===== src/rtl/fdp_pkg.sv =====
// Shared encodings for the flash data register port.
package fdp_pkg;
    typedef enum logic [1:0] {
        MODE_WRITE = 2'd0,
        MODE_READ  = 2'd1,
        MODE_POLL  = 2'd2,
        MODE_IDLE  = 2'd3
    } fdp_mode_e;

    localparam int LANES = 4;

    // Byte count of an access for a given size code (2 and 3 both mean a word).
    function automatic logic [2:0] size_bytes(input logic [1:0] sz);
        case (sz)
            2'd0:    return 3'd1;
            2'd1:    return 3'd2;
            default: return 3'd4;
        endcase
    endfunction
endpackage


===== src/rtl/fdp_byte_fifo.sv =====
// Byte FIFO that takes up to LANES bytes in and gives up to LANES bytes out
// per cycle. The caller must keep push_cnt within the free space and pop_cnt
// within the level. DEPTH must be a power of two.
module fdp_byte_fifo #(
    parameter int DEPTH = 32,
    parameter int LANES = 4,
    localparam int AW = $clog2(DEPTH),
    localparam int LW = $clog2(DEPTH + 1),
    localparam int CW = $clog2(LANES + 1)
) (
    input  logic                 clk,
    input  logic                 rst_n,
    input  logic [CW-1:0]        push_cnt,
    input  logic [LANES*8-1:0]   push_data,
    input  logic [CW-1:0]        pop_cnt,
    output logic [LANES*8-1:0]   head_data,
    output logic [LW-1:0]        level
);
    logic [7:0]    mem [DEPTH];
    logic [AW-1:0] wr_ptr;
    logic [AW-1:0] rd_ptr;

    // Write the pushed lanes at consecutive slots from the write pointer.
    always_ff @(posedge clk) begin
        for (int i = 0; i < LANES; i++) begin
            if (CW'(i) < push_cnt) begin
                mem[wr_ptr + AW'(i)] <= push_data[i*8 +: 8];
            end
        end
    end

    // Advance both pointers and the level counter.
    always_ff @(posedge clk) begin
        if (!rst_n) begin
            wr_ptr <= '0;
            rd_ptr <= '0;
            level  <= '0;
        end else begin
            wr_ptr <= wr_ptr + AW'(push_cnt);
            rd_ptr <= rd_ptr + AW'(pop_cnt);
            level  <= level + LW'(push_cnt) - LW'(pop_cnt);
        end
    end

    // Show the oldest LANES bytes, oldest in lane 0.
    for (genvar g = 0; g < LANES; g++) begin : g_head
        assign head_data[g*8 +: 8] = mem[rd_ptr + AW'(g)];
    end
endmodule


===== src/rtl/fdp_poll_reg.sv =====
// Holds the last polled status word. It loads only in polling mode and
// resets to zero.
module fdp_poll_reg #(
    parameter int DW = 32
) (
    input  logic          clk,
    input  logic          rst_n,
    input  logic          load,
    input  logic [DW-1:0] din,
    output logic [DW-1:0] q
);
    // Capture the status word on the load strobe.
    always_ff @(posedge clk) begin
        if (!rst_n)    q <= '0;
        else if (load) q <= din;
    end
endmodule


===== src/rtl/fdp_host_ctrl.sv =====
// Host-side handshake and lane packing. This logic is combinational. It
// decides when an access may complete, how many bytes it moves, and what
// data it returns. It assumes the host holds its request stable while stalled.
module fdp_host_ctrl
    import fdp_pkg::*;
#(
    parameter int DEPTH = 32,
    localparam int LW = $clog2(DEPTH + 1),
    localparam int CW = $clog2(LANES + 1)
) (
    input  fdp_mode_e           mode,
    input  logic                valid,
    input  logic                write,
    input  logic [1:0]          size,
    input  logic [31:0]         wdata,
    input  logic [LW-1:0]       level,
    input  logic                busy,
    input  logic                done,
    input  logic [LANES*8-1:0]  head_data,
    input  logic [31:0]         poll_value,
    output logic                ready,
    output logic [31:0]         rdata,
    output logic [CW-1:0]       push_cnt,
    output logic [31:0]         push_data,
    output logic [CW-1:0]       pop_cnt
);
    logic [2:0]    need;
    logic [LW-1:0] free_bytes;
    logic          enough;
    logic [2:0]    avail;
    logic          wr_fit;
    logic          rd_fit;

    // Work out the size and the FIFO occupancy seen by this access.
    always_comb begin
        need       = size_bytes(size);
        free_bytes = LW'(DEPTH) - level;
        enough     = level >= LW'(need);
        avail      = enough ? need : level[2:0];
        wr_fit     = free_bytes >= LW'(need);
        rd_fit     = enough || !busy || done;
    end

    // Handshake: stall only accesses that fit the mode and cannot be served.
    always_comb begin
        ready = 1'b1;
        if (mode == MODE_WRITE && write)      ready = wr_fit;
        else if (mode == MODE_READ && !write) ready = rd_fit;
    end

    // Byte movement for an accepted access.
    always_comb begin
        push_cnt  = '0;
        pop_cnt   = '0;
        push_data = wdata;
        if (valid && ready) begin
            if (mode == MODE_WRITE && write)      push_cnt = CW'(need);
            else if (mode == MODE_READ && !write) pop_cnt  = CW'(avail);
        end
    end

    // Return data: packed FIFO bytes, the polled word, or zero.
    always_comb begin
        rdata = '0;
        if (!write) begin
            if (mode == MODE_POLL) begin
                rdata = poll_value;
            end else if (mode == MODE_READ) begin
                for (int i = 0; i < LANES; i++) begin
                    if (3'(i) < avail) rdata[i*8 +: 8] = head_data[i*8 +: 8];
                end
            end
        end
    end
endmodule


===== src/rtl/flash_data_port.sv =====
// Top level of the data register port. It connects the host control, the
// byte FIFO and the polled register, and routes the flash-side byte ports:
// the flash engine pushes in read mode and pops in write mode, so only one
// side pushes and only one side pops in any cycle.
module flash_data_port
    import fdp_pkg::*;
#(
    parameter int DEPTH = 32,
    localparam int LW = $clog2(DEPTH + 1),
    localparam int CW = $clog2(LANES + 1)
) (
    input  logic          clk,
    input  logic          rst_n,
    input  logic [1:0]    mode_i,
    input  logic          host_valid_i,
    input  logic          host_write_i,
    input  logic [1:0]    host_size_i,
    input  logic [31:0]   host_wdata_i,
    output logic          host_ready_o,
    output logic [31:0]   host_rdata_o,
    input  logic          fl_push_valid_i,
    input  logic [7:0]    fl_push_data_i,
    output logic          fl_push_ready_o,
    output logic          fl_pop_valid_o,
    output logic [7:0]    fl_pop_data_o,
    input  logic          fl_pop_ready_i,
    input  logic          busy_i,
    input  logic          xfer_done_i,
    input  logic          poll_cap_i,
    input  logic [31:0]   poll_data_i,
    output logic [LW-1:0] fifo_level_o
);
    fdp_mode_e          mode;
    logic [LW-1:0]      level;
    logic [LANES*8-1:0] head;
    logic [31:0]        poll_q;
    logic [CW-1:0]      h_push_cnt;
    logic [CW-1:0]      h_pop_cnt;
    logic [31:0]        h_push_data;
    logic [CW-1:0]      f_push_cnt;
    logic [CW-1:0]      f_pop_cnt;
    logic [LANES*8-1:0] f_push_data;

    assign mode = fdp_mode_e'(mode_i);

    // Flash-side flow control, gated by mode and FIFO occupancy.
    always_comb begin
        fl_push_ready_o = (mode == MODE_READ)  && (level != LW'(DEPTH));
        fl_pop_valid_o  = (mode == MODE_WRITE) && (level != '0);
        fl_pop_data_o   = head[7:0];
    end

    // Pick the pushing and popping side for the current mode.
    always_comb begin
        if (mode == MODE_READ) begin
            f_push_cnt  = CW'(fl_push_valid_i && fl_push_ready_o);
            f_push_data = {{(LANES-1)*8{1'b0}}, fl_push_data_i};
            f_pop_cnt   = h_pop_cnt;
        end else begin
            f_push_cnt  = h_push_cnt;
            f_push_data = h_push_data;
            f_pop_cnt   = CW'(fl_pop_valid_o && fl_pop_ready_i);
        end
    end

    fdp_host_ctrl #(.DEPTH(DEPTH)) u_host (
        .mode       (mode),
        .valid      (host_valid_i),
        .write      (host_write_i),
        .size       (host_size_i),
        .wdata      (host_wdata_i),
        .level      (level),
        .busy       (busy_i),
        .done       (xfer_done_i),
        .head_data  (head),
        .poll_value (poll_q),
        .ready      (host_ready_o),
        .rdata      (host_rdata_o),
        .push_cnt   (h_push_cnt),
        .push_data  (h_push_data),
        .pop_cnt    (h_pop_cnt)
    );

    fdp_byte_fifo #(.DEPTH(DEPTH), .LANES(LANES)) u_fifo (
        .clk       (clk),
        .rst_n     (rst_n),
        .push_cnt  (f_push_cnt),
        .push_data (f_push_data),
        .pop_cnt   (f_pop_cnt),
        .head_data (head),
        .level     (level)
    );

    fdp_poll_reg #(.DW(32)) u_poll (
        .clk   (clk),
        .rst_n (rst_n),
        .load  (poll_cap_i && mode == MODE_POLL),
        .din   (poll_data_i),
        .q     (poll_q)
    );

    assign fifo_level_o = level;
endmodule


===== config.mk =====
export PLATFORM = sky130hd
export DESIGN_NAME = flash_data_port
export DESIGN_NICKNAME = d
export VERILOG_FILES = /design/src/rtl/fdp_pkg.sv /design/src/rtl/fdp_byte_fifo.sv /design/src/rtl/fdp_poll_reg.sv /design/src/rtl/fdp_host_ctrl.sv /design/src/rtl/flash_data_port.sv
export SDC_FILE = /design/constraint.sdc
export NUM_CORES = 1
export LEC_CHECK = 0
export ABC_CLOCK_PERIOD_IN_PS = 5800
export BUFFER_PORTS_ARGS = -buffer_cell sky130_fd_sc_hd__buf_4
export CAP_MARGIN = 10
export CORE_ASPECT_RATIO = 0.6
export CORE_MARGIN = 5
export CORE_UTILIZATION = 25
export CTS_CLUSTER_DIAMETER = 50
export DETAILED_ROUTE_END_ITERATION = 12
export HOLD_SLACK_MARGIN = 0.05
export PLACE_DENSITY_LB_ADDON = 0.15
export SYNTH_ARGS = -nofsm -noshare
export SYNTH_HDL_FRONTEND = slang
export SYNTH_HIERARCHICAL = 1
export SYNTH_SLANG_ARGS = --single-unit

===== constraint.sdc =====
create_clock -name clk -period 5.8 [get_ports clk]
set_input_delay 0.58 -clock clk [delete_from_list [all_inputs] [get_ports clk]]
set_output_delay 0.58 -clock clk [all_outputs]
set_load 0.03 [all_outputs]

Word level (Yosys, flattened, before mapping)
Memories as Yosys holds them, arrays and structs flattened. A register that Yosys moved wholly into a read port is not among the register bits.
Index checks and enable logic that the tools add are counted.

cells by class
  equal/unequal tests = 4
  muxes and demuxes = 28
  reductions and logical operators = 15
  order comparisons = 10
  $add $sub $neg = 11

operators with widths
  operator                                                                      count
  32-bit two-way mux                                                            4
  8-bit two-way mux                                                             4
  3-bit two-way mux                                                             8
  5-bit by 2-bit adder with 5-bit output (second input constant)                4
  6-bit by 3-bit >= comparator with 1-bit output                                2
  1-bit by 3-bit less-than comparator with 1-bit output (first input constant)  4
  2-bit by 3-bit less-than comparator with 1-bit output (first input constant)  4
  5-bit by 1-bit adder with 5-bit output (second input constant)                2
  5-bit by 3-bit adder with 5-bit output                                        2
  1-bit two-way mux                                                             10
  1-bit logical AND                                                             8
  6-bit by 3-bit adder with 6-bit output                                        1
  6-bit inequality test (second input constant)                                 1
  3-bit one-hot mux with 2 select lines                                         1
  6-bit nonzero test                                                            1
  6-bit by 3-bit subtractor with 6-bit output                                   1
  6-bit subtractor (first input constant)                                       1
  5-bit two-way mux                                                             1
  2-bit by 1-bit == test with 1-bit output (second input constant)              2
  2-bit zero test                                                               2
  2-bit == test (second input constant)                                         1
  1-bit zero test                                                               2
  1-bit logical OR                                                              2

storage, ports and cells
  memories = 1
  memory bits (writable) = 256
  logic and storage cells = 73
  flip-flop bits (word level) = 48
  input bits = 85

memory list
  name        words  width  rd ports  clocked after Yosys merged registers in  wr ports  line                 text
  u_fifo.mem  32     8      4         1                                        4         fdp_byte_fifo.sv:19  logic [7:0] mem [DEPTH];

Depth between registers and ports, before layout
Gate-level depths: netlist of run 1.

  depth in word-level cells = 13
  depth in mapped cells = 21

Cells and area by module
Netlist of run 1, hierarchy kept.

by module, submodules not included
  module           cells each  area each (µm²)  times used  seq. area each (µm²)
  fdp_byte_fifo    2454        27122.3          1           8007.7
  fdp_poll_reg     103         1243.7           1           640.6
  fdp_host_ctrl    162         1039.7           1           0.0
  flash_data_port  73          379.1            1           0.0

Worst setup path before layout of run 1
OpenSTA, ideal clock, no wires.

  path type = reg-to-reg
  start point = register u_fifo.level[0]
  end point = memory u_fifo.mem[19][0] (enable)
  path slack = 1.330 ns
  clock period less this slack = 4.470 ns
  buffers on the path = 2
  stages on the path, launching flop included = 16
  arrival = 4.058 ns
  cells stage by stage = dfxtp_1 -> inv_1 -> ha_1 -> xnor2_1 -> ha_1 -> a21oi_1 -> nand2_1 -> nor4_1 -> a21oi_1 -> and2_1 -> buf_2 -> nor2_2 -> buf_2 -> nor2_1 -> a31oi_1 -> o311ai_0

RTL lines
  item                    line                 text
  start, declared         fdp_byte_fifo.sv:17  output logic [LW-1:0] level
  start signal, assigned  fdp_byte_fifo.sv:41  level <= level + LW'(push_cnt) - LW'(pop_cnt);
  end, declared           fdp_byte_fifo.sv:19

==> summary.md, run 1 <==
| Metric | Value |
|---|---|
| Drt pass-1 iters | `6` |
| Final WS setup | `0.393 ns` |
| Mapped Avg Cell Area | `10.7 µm²` |
| Setup crit start kind | `flop` |
| Std-Cell Rows | `98` |
| Initial antenna violation count | `21` |
| Cts bufs inserted | `45` |
| WS Path Type | `flop to flop` |
| Final Hold Vio Count | `0` |
| Critical path arrival | `5.74 ns` |
| Pleak | `0.0120 µW` |
| Hold crit path type | `primary input to flop` |
| Clk buf depth | `3` |
| Most frequent cells in the layout | `380 x mux2i_1, 279 x buf_4, 256 x edfxtp_1` |
| Internal power | `5010 µW` |
| Synthesized area | `0.0298 mm²` |
| Tmin final | `5.41 ns` |
| Vias in the first global route | `26200` |
| Syn_nets | `2906` |
| Ys async rst share | `0%` |
| Gpl congestion | `1.00` |
| Post-synthesis cell type count | `93` |
| GRT overflow | `0` |
| Maximum vdd drop | `186 µV` |
| DR iter-0 viols | `4874` |
| Net count, final | `2896` |
| Setup tns final | `0 ns` |
| Max-cap violation count | `0` |
| Finish-stage setup viols | `0` |
| Resized Gates After CTS | `0` |
| Worst-margin pin slew | `1.39 ns` |
| Pwr per Cell Area | `233 mW/mm²` |
| Synth Instances | `2792` |
| WL final | `179000 µm` |
| Post-synth EDFFs | `256` |
| IO Port Bufs | `133` |
| Part of the power in registers | `31.6%` |
| Top cell type's share of synthesized area | `25.8%` |
| YS warnings | `6` |
| Global-route wire length before repair | `240000 µm` |
| CP max FO | `17` |
| Die height | `277 µm` |
| Combinational Power Share | `31.3%` |
| Area grow syn2layout | `14.7%` |
| P_sw | `2950 µW` |
| Hpwl dp | `132000 µm` |
| Area leader, netlist | `edfxtp_1` |
| Total Routing Usage GR | `27.1%` |
| Clk_lat worst skew | `0.65 ns` |
| Worst endpoint required time | `6.13 ns` |
| Setup Skew | `0.0361 ns` |
| Drc violations | `0` |
| Initial Util | `25.1%` |
| Commonest non-fill, non-tap cell in the layout | `mux2i_1` |
| Via/cell ratio | `6.42` |
| Root Driver | `clkbuf_16` |
| Post-CTS Setup Repair Bufs | `0` |
| Core area | `0.119 mm²` |
| Routed length per instance | `40.4 µm` |
| Crit. End Element | `flop` |
| Switching share of power | `37.0%` |
| Share of cells above drive strength 1 | `30.0%` |
| Place WS | `0.547 ns` |
| Die W | `456 µm` |
| Vias | `28400` |
| Power share of the clock group | `37.1%` |
| IO Count | `134` |
| Tcrit/Tclk final | `93.2%` |
| CTS Hold Bufs | `0` |
| Max Clk Rate | `0.185 GHz` |
| Total Power | `7960 µW` |
| H-tree depth | `2` |
| Unrepaired setup endpoints after global routing | `no` |
| Largest net degree at the start of global routing | `103` |
| Routed Antenna Nets | `0` |
| Seq/Total Area, Yosys | `29.0%` |
| Synth Flop Type | `edfxtp_1` |
| Max-slew headroom | `6.45%` |
| Fin util | `28.8%` |
| CTS sink cnt | `304` |
| Post-synthesis register bit count | `304` |
| Largest cells by area after synthesis | `edfxtp_1 26%, mux4_2 18%, mux2i_1 13%, mux2_2 5.1%, dfxtp_1 3.2%` |
| Die ar. | `0.126 mm²` |
| Status | `completed` |
| CTS tree | `done` |
| Slew Viols, Final | `0` |
| Worst-path clk slew | `0.06 ns` |
layer usage:
layer | vias up | global-route usage, % | routed length (µm)
met5 | - | 1.09 | 271
met3 | 272 | 15.3 | 30800
met2 | 2296 | 34.3 | 66000
met1 | 14700 | 39.5 | 77900
li1 | 11100 | - | -
met4 | 12 | 4.75 | 3780
power by group through the flow:
stage	clock network, µW	logic, µW	registers [µW]
final	2950	2490	2510
after global routing	3070	2570	2520
after CTS	2990	2420	2510
after detailed placement	0	2410	2560
after global placement	0	2410	2550
after floorplan	0	1480	2530
critical path, cell delays in order (launching register included):
cell,delay [ns]
dfxtp_1,0.51
inv_1,0.12
ha_1,0.26
xnor2_1,0.14
ha_1,0.31
and3_1,0.15
nor4_1,0.09
a21oi_1,0.13
and2_1,0.81
nand3_1,0.25
nor3_1,0.79
nand3_1,0.69
o22ai_1,0.80
Yosys cell counts, types with 20 or more instances:
cell      instances
clkbuf_1        190
a21oi_1         106
nor2b_1          47
nand2b_1         21
ha_1             24
mux4_2          244
buf_1            20
a22o_1           42
nor2_1           76
o211ai_1         50
and2_1           48
o21ai_0         117
inv_1            33
mux2_2          136
a31oi_1          53
buf_4            47
mux2i_1         380
dfxtp_1          48
nand2_1         212
nand3_1          82
o221a_2          20
o32ai_1          69
nor3_1           46
o22ai_1          36
buf_2            85
edfxtp_1        256
kinds of logic after synthesis:
group	after synthesis	synth area share (%)
muxes	763	36.5
AOI/OAI and AO/OA	645	15.3
and+or+nand+nor	639	11.0
buffers and inverters	388	6.08
DFF	304	29.0
adders and majority gates	29	1.34
xor gates and xnor gates	24	0.731
cell type report:
| cell class | count | area (µm²) |
|---|---|---|
| tap | 1600 | 2000 |
| clock inverter | 31 | 355 |
| timing repair buffer | 292 | 2350 |
| multi-input combinational | 2100 | 19500 |
| sequential | 304 | 8660 |
| fill | 12300 | 84500 |
| antenna | 7 | 17.5 |
| inverter | 39 | 146 |
| clock buffer | 51 | 1180 |
metrics by stage:
stage	area, µm²	instances	hold slack, ns
CTS	34100	4416	0.194
floorplan	29800	2792	0.482
global placement	32600	4334	0.501
finish	34200	4424	0.221
global route	34100	4417	0.219
detailed placement	32600	4334	0.504
registers in the layout, indices dropped and copies added, names as in the netlist:
name / cells
u_fifo/level: 6
u_fifo/mem: 256
u_poll/q: 32
u_fifo/wr_ptr: 5
u_fifo/rd_ptr: 5
path summary, 6_finish.rpt:
kind	start	to	slack, ns	cells past startpoint
worst min-delay path	poll_data_i[14]	u_poll/q[14]	0.22	3
worst max register to register	u_fifo/level[0]	u_fifo/mem[26][0]	0.39	12
worst max-delay path	u_fifo/level[0]	u_fifo/mem[26][0]	0.39	12
worst min register to register	u_poll/q[24]	u_poll/q[24]	0.52	2
Note: power is estimated with default switching activity, not from simulation.
==> run 2: changes to the inputs <==
- BUFFER_PORTS_ARGS: -buffer_cell sky130_fd_sc_hd__buf_4 -> -buffer_cell sky130_fd_sc_hd__buf_2
==> run 2 against run 1 <==
Clock power fell by 5%. Worst hold slack improved by 0.0022 ns. Register-to-register slack improved by 0.096 ns. Highest routed layer unchanged. Critical path depth rose by 2. Total power fell by 2.9%. First-iteration DRC count fell by 1.3%. Flip-flop and latch count did not move. Die area did not move. Sequential power barely moved. Maximum frequency rose by 1.8%. Utilization fell by 0.37 points.
==> summary.md, run 2 (same netlist as run 1, synthesis figures left out) <==
| Metric | Value |
|---|---|
| Global-route wire length before repair | `232000 µm (-3.3%)` |
| Die ar. | `0.126 mm² (unchanged)` |
| Drt pass-1 iters | `6 (unchanged)` |
| CTS sink cnt | `304 (unchanged)` |
| WL final | `174000 µm (-2.8%)` |
| Root Driver | `clkbuf_16` |
| WS Path Type | `flop to flop` |
| Tcrit/Tclk final | `91.6% (-1.7 points)` |
| Reg2reg end | `u_fifo/mem[27][4]` |
| Crit path buf inv count | `3 (+2)` |
| P_sw | `2860 µW (-2.9%)` |
| Regs by FF count | `u_fifo/mem x256, u_poll/q x32, u_fifo/level x6` |
| DR iter-0 viols | `4812 (-1.3%)` |
| Unrepaired setup endpoints after global routing | `no` |
| Tmin final | `5.31 ns (-0.0958 ns)` |
| Status | `completed` |
| Combinational Power Share | `31.4% (about the same)` |
| Die W | `456 µm (unchanged)` |
| Hold crit path type | `primary input to flop` |
| Hold path cells | `3 (unchanged)` |
| IO Port Bufs | `133 (unchanged)` |
| Worst path cell trace | `inv_1, ha_1, xnor2_1, ha_1, and3_1, nor4_1, a21oi_1, and2_1, a21oi_1, buf_4, nor2_1, nand4_1, o211ai_1, buf_4` |
| Clk buf depth | `3 (unchanged)` |
| Clk_lat worst skew | `0.63 ns (-0.02 ns)` |
| Reg with most FFs | `u_fifo/mem` |
| Post-CTS Setup Repair Bufs | `0 (unchanged)` |
| Crit. End Element | `flop` |
| Cell family with most CP delay | `simple AND/OR/NAND/NOR gates` |
| Pleak | `0.0119 µW (-1.1%)` |
| Reg2reg start | `u_fifo/level[0]` |
| Initial Util | `25.1% (unchanged)` |
| Finish-stage setup viols | `0 (unchanged)` |
| Worst-path clk slew | `0.06 ns (about the same)` |
| Routed Antenna Nets | `0 (unchanged)` |
| Max incr delay on CP | `0.92 ns (+0.11 ns)` |
| Part of the power in registers | `32.4% (+0.8 points)` |
| Place WS | `0.712 ns (+0.165 ns)` |
| Final Hold Vio Count | `0 (unchanged)` |
| Internal power | `4870 µW (-2.9%)` |
| CP max FO | `16 (-1)` |
| Gpl congestion | `1.04 (+3.7%)` |
| Max reg flops | `256 (unchanged)` |
| Die height | `277 µm (unchanged)` |
| Hpwl dp | `128000 µm (-2.5%)` |
| Worst endpoint required time | `6.12 ns (about the same)` |
| Commonest non-fill, non-tap cell in the layout | `mux2i_1` |
| Critical path arrival | `5.63 ns (-0.11 ns)` |
| Area grow syn2layout | `13.2%` |
| Share of cells above drive strength 1 | `29.9% (-0.085 points)` |
| Worst reg2reg setup slack | `0.49 ns (+0.10 ns)` |
| Max-cap violation count | `0 (unchanged)` |
| Max-slew headroom | `10.6% (+4.1 points)` |
| Pwr per Cell Area | `229 mW/mm² (-1.6%)` |
| CP max stage cell | `nand4_1` |
| R2r worst-path depth | `14 (+2)` |
| Via/cell ratio | `6.40 (-0.27%)` |
| GRT overflow | `0 (unchanged)` |
| Final WS setup | `0.488 ns (+0.0958 ns)` |
| Hold Startpoint | `poll_data_i[8]` |
| Vias | `28300 (-0.16%)` |
| Cts bufs inserted | `43 (-4.4%)` |
| CTS Hold Bufs | `0 (unchanged)` |
| Largest net degree at the start of global routing | `128 (+24%)` |
| Max Clk Rate | `0.188 GHz (+1.8%)` |
| Std-Cell Rows | `98 (unchanged)` |
| Setup tns final | `0 ns (unchanged)` |
| Drc violations | `0 (unchanged)` |
| Vias in the first global route | `26200 (-0.050%)` |
| Hold Path Sink | `u_poll/q[8]` |
| Worst-margin pin slew | `1.34 ns (-0.0538 ns)` |
| Most frequent cells in the layout | `380 x mux2i_1, 256 x edfxtp_1, 244 x mux4_2` |
| Initial antenna violation count | `13 (-38%)` |
| Total Routing Usage GR | `26.2% (-0.88 points)` |
| Maximum vdd drop | `209 µV (+12%)` |
| H-tree depth | `2 (unchanged)` |
| Core area | `0.119 mm² (unchanged)` |
| Power share of the clock group | `36.2% (-0.9 points)` |
| IO Count | `134 (unchanged)` |
| Slew Viols, Final | `0 (unchanged)` |
| CTS tree | `done` |
| Setup Skew | `0.0283 ns (-0.00781 ns)` |
| Net count, final | `2896 (unchanged)` |
| Resized Gates After CTS | `0 (unchanged)` |
| Switching share of power | `37.0% (about the same)` |
| Routed length per instance | `39.2 µm (-2.9%)` |
| Setup crit start kind | `flop` |
==> run 2: changes by cell type in the layout (fill, tap and decap cells not counted), moves of 2 or more <==
cell,before,now
buf_2,0,133
clkinv_8,0,2
inv_8,9,4
clkbuf_16,46,43
buf_4,279,152
clkinv_4,3,7
clkbuf_1,3,5
clkbuf_4,2,0
clkinvlp_4,7,4
diode_2,7,14
and2_1,42,40
buf_12,12,9
and2_2,7,9
==> run 2: how the worst max path moves through the flow <==
stage,startpoint,endpoint,slack [ns],cells after the start
floorplan,u_fifo/level[0],u_fifo/mem[19][0],1.33,15
global placement,host_size_i[1],u_fifo/level[5],0.74,16
detailed placement,host_size_i[1],u_fifo/mem[27][4],0.71,14
CTS,u_fifo/level[0],u_fifo/mem[27][4],0.71,14
global route,u_fifo/level[0],u_fifo/mem[27][4],0.36,14
finish,u_fifo/level[0],u_fifo/mem[27][4],0.49,14
==> run 2: area by class of cell <==
cell class	count	area (µm²)
fill	12300	85000
multi-input combinational	2100	19500
sequential	304	8660
tap	1600	2000
timing repair buffer	294	1990
clock buffer	49	1110
clock inverter	29	324
inverter	39	146
antenna	14	35.0
==> run 2: worst register-to-register path, delay by kind of cell (launching register included) <==
family	cells	cell delay, ns
simple gates	5	2.51
fa+ha+maj	2	0.57
buf+inv	3	0.64
compound gates	3	0.65
xor+xnor	1	0.14
flops	1	0.49
==> run 2: per-stage QoR <==
| step | util [%] | area, µm² | hold slack [ns] | instances | total power (µW) |
|---|---|---|---|---|---|
| after floorplan | - | 29800 | 0.482 | 2792 | 4000 |
| after global placement | 27.2 | 32200 | 0.498 | 4337 | 4890 |
| after detailed placement | 27.2 | 32300 | 0.505 | 4337 | 4890 |
| after CTS | 28.4 | 33700 | 0.199 | 4415 | 7680 |
| after global routing | 28.4 | 33700 | 0.218 | 4415 | 7940 |
| final | 28.4 | 33700 | 0.223 | 4429 | 7730 |
==> run 2: metal layers <==
layer | vias up | track usage (%) | share of wire, %
met5 | - | 0.150 | 0.022
met2 | 2318 | 34.5 | 38
li1 | 11100 | - | -
met3 | 306 | 14.1 | 17
met4 | 6 | 5.89 | 2.6
met1 | 14600 | 37.2 | 43
==> run 2: power by group through the flow <==
stage	logic [µW]	clock network, µW	registers (µW)
final	2420	2800	2500
after global routing	2500	2930	2510
after global placement	2340	0	2550
after CTS	2350	2830	2500
after floorplan	1480	0	2530
after detailed placement	2340	0	2550
